==> config.mk <==
export PLATFORM = sky130hd
export DESIGN_NAME = ucode_cycle_seq
export DESIGN_NICKNAME = d
export VERILOG_FILES = /design/src/rtl/ucseq_pkg.sv /design/src/rtl/ucseq_rst_sync.sv /design/src/rtl/ucseq_next.sv /design/src/rtl/ucseq_cycle_reg.sv /design/src/rtl/ucode_cycle_seq.sv
export SDC_FILE = /design/constraint.sdc
export NUM_CORES = 1
export LEC_CHECK = 0
export BUFFER_PORTS_ARGS = -buffer_cell sky130_fd_sc_hd__buf_4
export CAP_MARGIN = 20
export CORE_AREA = 5 5 42 44
export CTS_CLUSTER_DIAMETER = 30
export DETAILED_ROUTE_END_ITERATION = 8
export DIE_AREA = 0 0 47 49
export MAX_ROUTING_LAYER = met4
export PLACE_DENSITY = 0.48
export SYNTH_ARGS = -nofsm -noshare
export SYNTH_HDL_FRONTEND = slang
export SYNTH_HIERARCHICAL = 1
export SYNTH_SLANG_ARGS = --single-unit
export TNS_END_PERCENT = 50
==> constraint.sdc <==
create_clock -name clk -period 1.1 [get_ports clk]
set_clock_uncertainty 0.05 [all_clocks]
set_input_delay 0.11 -clock clk [delete_from_list [all_inputs] [get_ports clk]]
set_output_delay 0.11 -clock clk [all_outputs]
set_load 0.03 [all_outputs]
==> src/rtl/ucseq_pkg.sv <==
package ucseq_pkg;
  localparam int CYC_W = 2;
  localparam int CMD_W = 2;
  typedef logic [CYC_W-1:0] cyc_t;
  typedef enum logic [CMD_W-1:0] {
    CMD_END  = 2'b00,
    CMD_NEXT = 2'b01,
    CMD_IF23 = 2'b10,
    CMD_IF1E = 2'b11
  } seq_cmd_e;
endpackage

==> src/rtl/ucseq_rst_sync.sv <==
module ucseq_rst_sync #(
  parameter int STAGES = 2
) (
  input  logic clk,
  input  logic rst_n,
  output logic rst_sync_n
);
  logic [STAGES-1:0] sr_q;
  logic [STAGES-1:0] sr_d;

  always_comb begin
    sr_d = {sr_q[STAGES-2:0], 1'b1};
  end

  always_ff @(posedge clk or negedge rst_n) begin
    if (!rst_n) sr_q <= '0;
    else        sr_q <= sr_d;
  end

  assign rst_sync_n = sr_q[STAGES-1];
endmodule

==> src/rtl/ucseq_next.sv <==
module ucseq_next
  import ucseq_pkg::*;
(
  input  cyc_t             cur,
  input  logic [CMD_W-1:0] cmd,
  input  logic             done,
  input  logic             skip,
  output cyc_t             nxt,
  output logic             abort
);
  cyc_t cmd_nxt;

  always_comb begin
    unique case (seq_cmd_e'(cmd))
      CMD_END:  cmd_nxt = '0;
      CMD_NEXT: cmd_nxt = {cur[1] ^ cur[0], ~cur[0]};
      CMD_IF23: cmd_nxt = {1'b1, done};
      CMD_IF1E: cmd_nxt = {1'b0, ~done};
      default:  cmd_nxt = '0;
    endcase
  end

  always_comb begin
    abort = skip && (cur == '0);
    nxt   = abort ? cyc_t'('0) : cmd_nxt;
  end
endmodule

==> src/rtl/ucseq_cycle_reg.sv <==
module ucseq_cycle_reg
  import ucseq_pkg::*;
(
  input  logic clk,
  input  logic rst_n,
  input  logic en,
  input  cyc_t d,
  output cyc_t q
);
  always_ff @(posedge clk or negedge rst_n) begin
    if (!rst_n)  q <= '0;
    else if (en) q <= d;
  end
endmodule

==> src/rtl/ucode_cycle_seq.sv <==
module ucode_cycle_seq
  import ucseq_pkg::*;
#(
  parameter int SYNC_STAGES = 2
) (
  input  logic       clk,
  input  logic       rst_n,
  input  logic [1:0] seq_cmd,
  input  logic       list_done,
  input  logic       skip,
  output logic [1:0] cycle,
  output logic       new_inst,
  output logic       abort_inst
);
  logic rst_sync_n;
  cyc_t cyc_q;
  cyc_t cyc_d;
  logic abort_w;

  ucseq_rst_sync #(.STAGES(SYNC_STAGES)) u_rst (
    .clk(clk), .rst_n(rst_n), .rst_sync_n(rst_sync_n)
  );

  ucseq_next u_next (
    .cur(cyc_q), .cmd(seq_cmd), .done(list_done), .skip(skip),
    .nxt(cyc_d), .abort(abort_w)
  );

  ucseq_cycle_reg u_reg (
    .clk(clk), .rst_n(rst_sync_n), .en(1'b1), .d(cyc_d), .q(cyc_q)
  );

  assign cycle      = cyc_q;
  assign new_inst   = (cyc_q == '0);
  assign abort_inst = abort_w;
endmodule

==> results.md, run 1 <==
* Status: complete, but fails checks
* Violated checks: negative setup slack
* # DRC at 0
* Final ANT Viol Nets at 0
* CTS clk-pin slew, worst paths at 0.04 ns
* Unrepaired setup endpoints after global routing: true
* DRT iter0 DRCs at 0
* P_int at 0.000473 W
* Max-Cap Viols at 0
* Synthesized cell area at 223 µm²
* Port bufs at 9
* Total track usage at 6.30%
* Setup violators final at 5
* CTS HTree Levels at 1
* Initial Util at 15.9%
* Register area share after synthesis at 44.9%
* Ports at 10
* Setup ws final at -0.174 ns
* Core Area at 1400 µm²
* Initial antenna violation count at 0
* Worst EP required at 0.94 ns
* Synth Register Bits at 4
* Critical path capture point type: output pin
* Placed instance count at 49
* Power per standard cell area at 1590 nW/µm²
* Cell Rows at 14
* Syn_area_per_cell at 11.1 µm²
* Num CTS Buffers at 3
* Share of layout cells above drive strength 1 at 69.2%
* Ant. Diodes at 0
* Reg area at 103 µm²
* Grt ovf at 0
* Seq pwr share at 26.1%
* Vias/cell at 3.69
* Filler cell count at 161
* Final TNS setup at -0.604 ns
* Crit Path Class: reg2out
* Overall Power at 0.000698 W
* Worst skew pair latency at 0.23 ns
* Yosys Warn Count at 6
* Routability congestion estimate at 0.755
* Comb pwr share at 48.3%
* Die Y at 49 µm
* Worst setup SP type: flip-flop
* Layout overhead on the synthesized area at 97.2%
* Final wirelength at 552 µm
* First-pass GRT wire length at 979 µm
* Maximum clock rate at 785 MHz
* CTS Buffer Depth at 2
* Tcrit/Tclk final at 116%
* Clk sinks at 4
* WHS at 0.138 ns
* Fin. max-slew vios at 0
* Distinct cells, synth at 13
* CTS Root Buffer Type: clkbuf_4
* Final Hold Viols at 0
* Routed length per instance at 10.0 µm
* Hold WC Path Type: in2async
* Synth Instances at 20
* Net count, final at 48
* CP arrival at 1.11 ns
* Die span in x at 47 µm
* Vias in the first global route at 229
* Clock group share of total power at 25.5%
* Util after Layout at 31.3%
* Area of the multi-input gates at 143 µm²
* Worst vdd ir at 0.696 mV
* Fin cells at 55
* Lkg Pwr at 0.209 nW
* DP HPWL at 420 µm
* Post-layout min period at 1.27 ns
* Via count at 203
* Crit Path Max Fanout at 3
* CTS tree: built
* Drt pass-1 iters at 1
* Switching share of power at 32.2%
* Switch Pwr at 0.000225 W
* Largest net degree at the start of global routing at 4
* Die area at 2300 µm²
-- registers in the layout, indices dropped and copies added (netlist names) --
| signal | count |
|---|---|
| u_rst/sr_q | 2 |
| u_reg/q | 2 |
-- cells in the mapped netlist (all sizes together) --
cell    n  area, µm²
inv     3       11.3
o32ai   1       16.3
nand2b  1       6.26
a21bo   1       10.0
dfrtp   4        100
nand3b  1       7.51
ha      1       12.5
nor2    1       3.75
a21oi   1       5.00
conb    2       7.51
and2    1       8.76
mux2    3       33.8
-- per-stage QoR --
stage | cell area (µm²) | setup WS (ns)
final | 439 | -0.174
after global routing | 439 | -0.227
after CTS | 432 | -0.187
after detailed placement | 355 | -0.161
after global placement | 355 | -0.134
after floorplan | 245 | -0.289
-- power groups by stage --
stage / Clock [W] / Combinational [W] / Sequential (W)
after global routing: 0.000199 / 0.000372 / 0.000186
final: 0.000178 / 0.000337 / 0.000182
after global placement: 0 / 0.000262 / 0.000184
after CTS: 0.000192 / 0.000331 / 0.000181
after detailed placement: 0 / 0.000268 / 0.000186
after floorplan: 0 / 0.000127 / 0.000214
-- final timing paths --
kind | slack [ns] | to | from | cells after the start
max in group asynchronous | 0.36 | u_reg/q[0] | u_rst/sr_q[1] | 1
worst max-delay path | -0.17 | abort_inst | u_reg/q[0] | 4
min in group clk | 0.30 | u_rst/sr_q[1] | u_rst/sr_q[0] | 0
worst min register to register | 0.30 | u_rst/sr_q[1] | u_rst/sr_q[0] | 0
worst min-delay path | 0.14 | u_rst/sr_q[1] | rst_n | 2
worst max register to register | -0.15 | u_reg/q[0] | u_reg/q[0] | 5
-- routing by layer --
layer  track usage, %  up-vias  wire, µm
met5                -        -         0
met2             7.92       12       251
li1                 -      101         -
met1             7.10       88       223
met4             6.91        0        16
met3             1.85        2        61
-- area by class of cell --
type | instances | share of cell area [%]
tap | 16 | 4.56
clock buffer | 3 | 5.13
multi-input combinational | 14 | 32.5
sequential | 4 | 23.4
timing repair buffer | 15 | 31.9
inverter | 3 | 2.56
-- cells by family after synthesis --
family / count (synthesis) / share of synthesized area (%)
compound gates: 3 / 14.0
fa+ha+maj: 1 / 5.62
buf+inv: 3 / 5.06
flops: 4 / 44.9
mux: 3 / 15.2
other cells: 2 / 3.37
simple gates: 4 / 11.8
-- cell usage in the layout (no fill, tap or decap) --
cell type	n
a21bo_2	1
a21oi_1	1
and2_4	1
buf_4	7
buf_6	6
clkbuf_4	3
conb_1	3
dfrtp_1	2
dfrtp_2	2
dlygate4sd3_1	2
ha_4	1
inv_1	1
inv_2	2
mux2_1	1
mux2_4	2
nand2b_1	1
nand3b_1	1
nor2_4	1
o32ai_2	1
-- what timing repair did --
action / CTS / global route
setup endpoints to repair: 6 / 6
buffers inserted: 1 / 0
gates resized for setup: 7 / 2
hold buffers: 2 / 0
endpoints found under the hold margin: 4 / 0
pin swaps: 3 / 1
-- critical path, cell delays in order, from the launching register on --
cell     delay, ns
dfrtp_2       0.42
inv_2         0.07
ha_4          0.12
and2_4        0.15
buf_6         0.13
Power figures use the tool's default switching activity.
==> run 2: changes to the inputs <==
Settings changed: ABC_AREA from default to 1.
==> run 2 against run 1 <==
Effect of this change:
- the flow still finishes with violations (negative setup slack)
- flip-flop and latch count did not move
- synthesized cell count rose by 50%
- utilization fell by 0.18 points
- final cell count rose by 20%
- non-clock buffer count fell by 1
- combinational power fell by 21%
- via count rose by 7.4%
- clock power rose by 11%
- critical path depth rose by 1
- setup slack improved by 0.079 ns
- cell area fell by 0.57%
- critical endpoint unchanged
- largest cell class unchanged
==> results.md, run 2 <==
* Status: complete, but fails checks (unchanged)
* Violated checks: negative setup slack (unchanged)
* Critical path buffer and inverter count at 3 (was 2)
* Top-count cell post-synth: nand2_1 (was dfrtp_1)
* Tcrit/Tclk final at 109% (was 116%)
* R2r endpoint: u_reg/q[1] (was u_reg/q[0])
* Initial antenna violation count at 0 (unchanged)
* CTS Root Buffer Type: clkbuf_4 (unchanged)
* Drt pass-1 iters at 4 (was 1)
* Top_reg_cell synth: dfrtp_1 (unchanged)
* Crit Path Class: reg2out (unchanged)
* Worst skew pair latency at 0.23 ns (about the same)
* Synthesized cell area at 228 µm² (was 223 µm²)
* CTS clk-pin slew, worst paths at 0.04 ns (about the same)
* Post-layout min period at 1.20 ns (was 1.27 ns)
* Number of flops mapped to enable cells by yosys at 0 (unchanged)
* Worst EP required at 0.94 ns (about the same)
* R2R Path Start: u_reg/q[1] (was u_reg/q[0])
* Setup violators final at 4 (was 5)
* DRT iter0 DRCs at 4 (was 0)
* Commonest non-fill, non-tap cell in the layout: nand2_1 (was buf_4)
* Share of the synthesized area in the top cell type at 44.0% (was 44.9%)
* CTS tree: built (unchanged)
* Fin. max-slew vios at 0 (unchanged)
* First-pass GRT wire length at 841 µm (was 979 µm)
* Synth Register Bits at 4 (unchanged)
* Setup ws final at -0.0955 ns (was -0.174 ns)
* Clk sinks at 4 (unchanged)
* Cell Rows at 14 (unchanged)
* Distinct cells, synth at 13 (unchanged)
* Hold WC Path Type: in2async (unchanged)
* Reg2reg setup slack at -0.05 ns (was -0.15 ns)
* Share of layout cells above drive strength 1 at 56.0% (was 69.2%)
* Overall Power at 0.000638 W (was 0.000698 W)
* Via count at 218 (was 203)
* Maximum clock rate at 836 MHz (was 785 MHz)
* CP max-delay cell: dfrtp_2 (unchanged)
* Final wirelength at 493 µm (was 552 µm)
* Worst vdd ir at 0.765 mV (was 0.696 mV)
* Port bufs at 9 (unchanged)
* Critical Path, Cell by Cell: inv_2 -> ha_4 -> nand2_4 -> inv_2 -> buf_6 (was inv_2 -> ha_4 -> and2_4 -> buf_6)
* Vias/cell at 3.30 (was 3.69)
* Die Y at 49 µm (unchanged)
* Max-Cap Viols at 0 (unchanged)
* CP arrival at 1.04 ns (was 1.11 ns)
* Dpl ws at 0.0104 ns (was -0.161 ns)
* Register-to-Register Path Depth at 8 (was 5)
* Syn_area_per_cell at 7.59 µm² (was 11.1 µm²)
* Ports at 10 (unchanged)
* CTS Buffer Depth at 2 (unchanged)
* Critical Path Max Stage Delay at 0.40 ns (was 0.42 ns)
* Initial Util at 16.2% (was 15.9%)
* Synth Instances at 30 (was 20)
* Critical path capture point type: output pin (unchanged)
* DP HPWL at 385 µm (was 420 µm)
* Core Area at 1400 µm² (unchanged)
* Die area at 2300 µm² (unchanged)
* Grt ovf at 0 (unchanged)
* # DRC at 0 (unchanged)
* Layout overhead on the synthesized area at 91.8% (was 97.2%)
* Lkg Pwr at 0.234 nW (was 0.209 nW)
* Final ANT Viol Nets at 0 (unchanged)
* Net count, final at 58 (was 48)
* Ranking of synthesized cells by area: dfrtp_1, nand2_1, inv_1 (was dfrtp_1, mux2_2, o32ai_2)
* Total track usage at 5.35% (was 6.30%)
* Yosys Warn Count at 6 (unchanged)
* Largest net degree at the start of global routing at 5 (was 4)
* Top flop regs: u_reg/q (2), u_rst/sr_q (2) (unchanged)
* Crit Path Max Fanout at 2 (was 3)
* Num CTS Buffers at 3 (unchanged)
* Synth area leader: dfrtp_1 (unchanged)
* Async set-or-reset flop fraction in the synthesized netlist at 100% (unchanged)
* CP top delay family: flip-flops (unchanged)
* Ant. Diodes at 0 (unchanged)
* Top cells by count, synth: nand2_1, inv_1, dfrtp_1 (was dfrtp_1, inv_1, conb_1, mux2_2)
* CTS HTree Levels at 1 (unchanged)
* Most frequent cells in the layout: nand2_1, buf_4, buf_6 (was buf_4, buf_6, clkbuf_4, conb_1)
* Die span in x at 47 µm (unchanged)
* Unrepaired setup endpoints after global routing: true (unchanged)
* Power per standard cell area at 1460 nW/µm² (was 1590 nW/µm²)
* Routability congestion estimate at 0.628 (was 0.755)
* Final Hold Viols at 0 (unchanged)
* Worst setup SP type: flip-flop (unchanged)
* Vias in the first global route at 232 (was 229)
* Register area share after synthesis at 44.0% (was 44.9%)
* Final TNS setup at -0.245 ns (was -0.604 ns)
* Routed length per instance at 7.47 µm (was 10.0 µm)
* Most Frequent Cell on Critical Path: inv_2
## run 2: cell type report
type	count	area, µm²
fillers	160	965
multi-input cells	22	136
repair buffers	14	129
flip-flops and latches	4	103
clock buffers	4	26.3
inverters	6	22.5
well taps	16	20.0
## run 2: worst max path at each step
stage | start | endpoint | slack [ns] | cells past startpoint
6_report | u_reg/q[1] | abort_inst | -0.1 | 5
3_3_place_gp | u_reg/q[1] | u_reg/q[1] | 0.02 | 6
5_1_grt | u_reg/q[1] | abort_inst | -0.15 | 5
2_1_floorplan | u_reg/q[0] | u_reg/q[0] | 0.005 | 7
3_5_place_dp | u_reg/q[1] | u_reg/q[1] | 0.01 | 6
4_1_cts | u_reg/q[0] | abort_inst | -0.12 | 5
## run 2: report_power, final
group	switching (W)	internal, W	total (W)
sequential	0.00000950	0.000164	0.000174
combinational	0.000137	0.000130	0.000267
clock	0.0000605	0.000136	0.000197
total	0.000207	0.000430	0.000638
## run 2: what timing repair did
action,CTS,global route
gates resized for setup,4,5
hold endpoints to repair,4,0
endpoints found under the setup margin,5,6
cloned,0,0
pin swaps,2,3
setup buffers,1,0
hold buffers,2,0
## run 2: logic make-up (layout without fill, tap and decap cells)
logic type                 count (synthesis)  in the layout  synth area share (%)
adders and majority gates                  1              1                  5.49
and+or+nand+nor                           14             14                  29.1
DFF                                        4              4                  44.0
other                                      2              4                  3.30
AOI/OAI and AO/OA                          3              3                  8.24
buffers and inverters                      6             24                  9.89
## run 2: layer usage
layer | vias to the layer above | global-route usage [%] | part of all wire (%)
li1 | 123 | - | -
met1 | 87 | 5.31 | 44
met2 | 8 | 7.92 | 47
met3 | 0 | 4.43 | 9.1
met4 | 0 | 1.38 | 0
met5 | - | - | 0
## run 2: through the flow
step | cells | utilization (%) | cell area [µm²] | hold WS [ns]
final | 66 | 31.2 | 437 | 0.143
after detailed placement | 59 | 25.2 | 353 | -0.156
after CTS | 66 | 29.8 | 418 | 0.137
after global placement | 59 | 25.2 | 353 | -0.156
after global routing | 66 | 31.2 | 437 | 0.144
after floorplan | 32 | - | 250 | -0.236
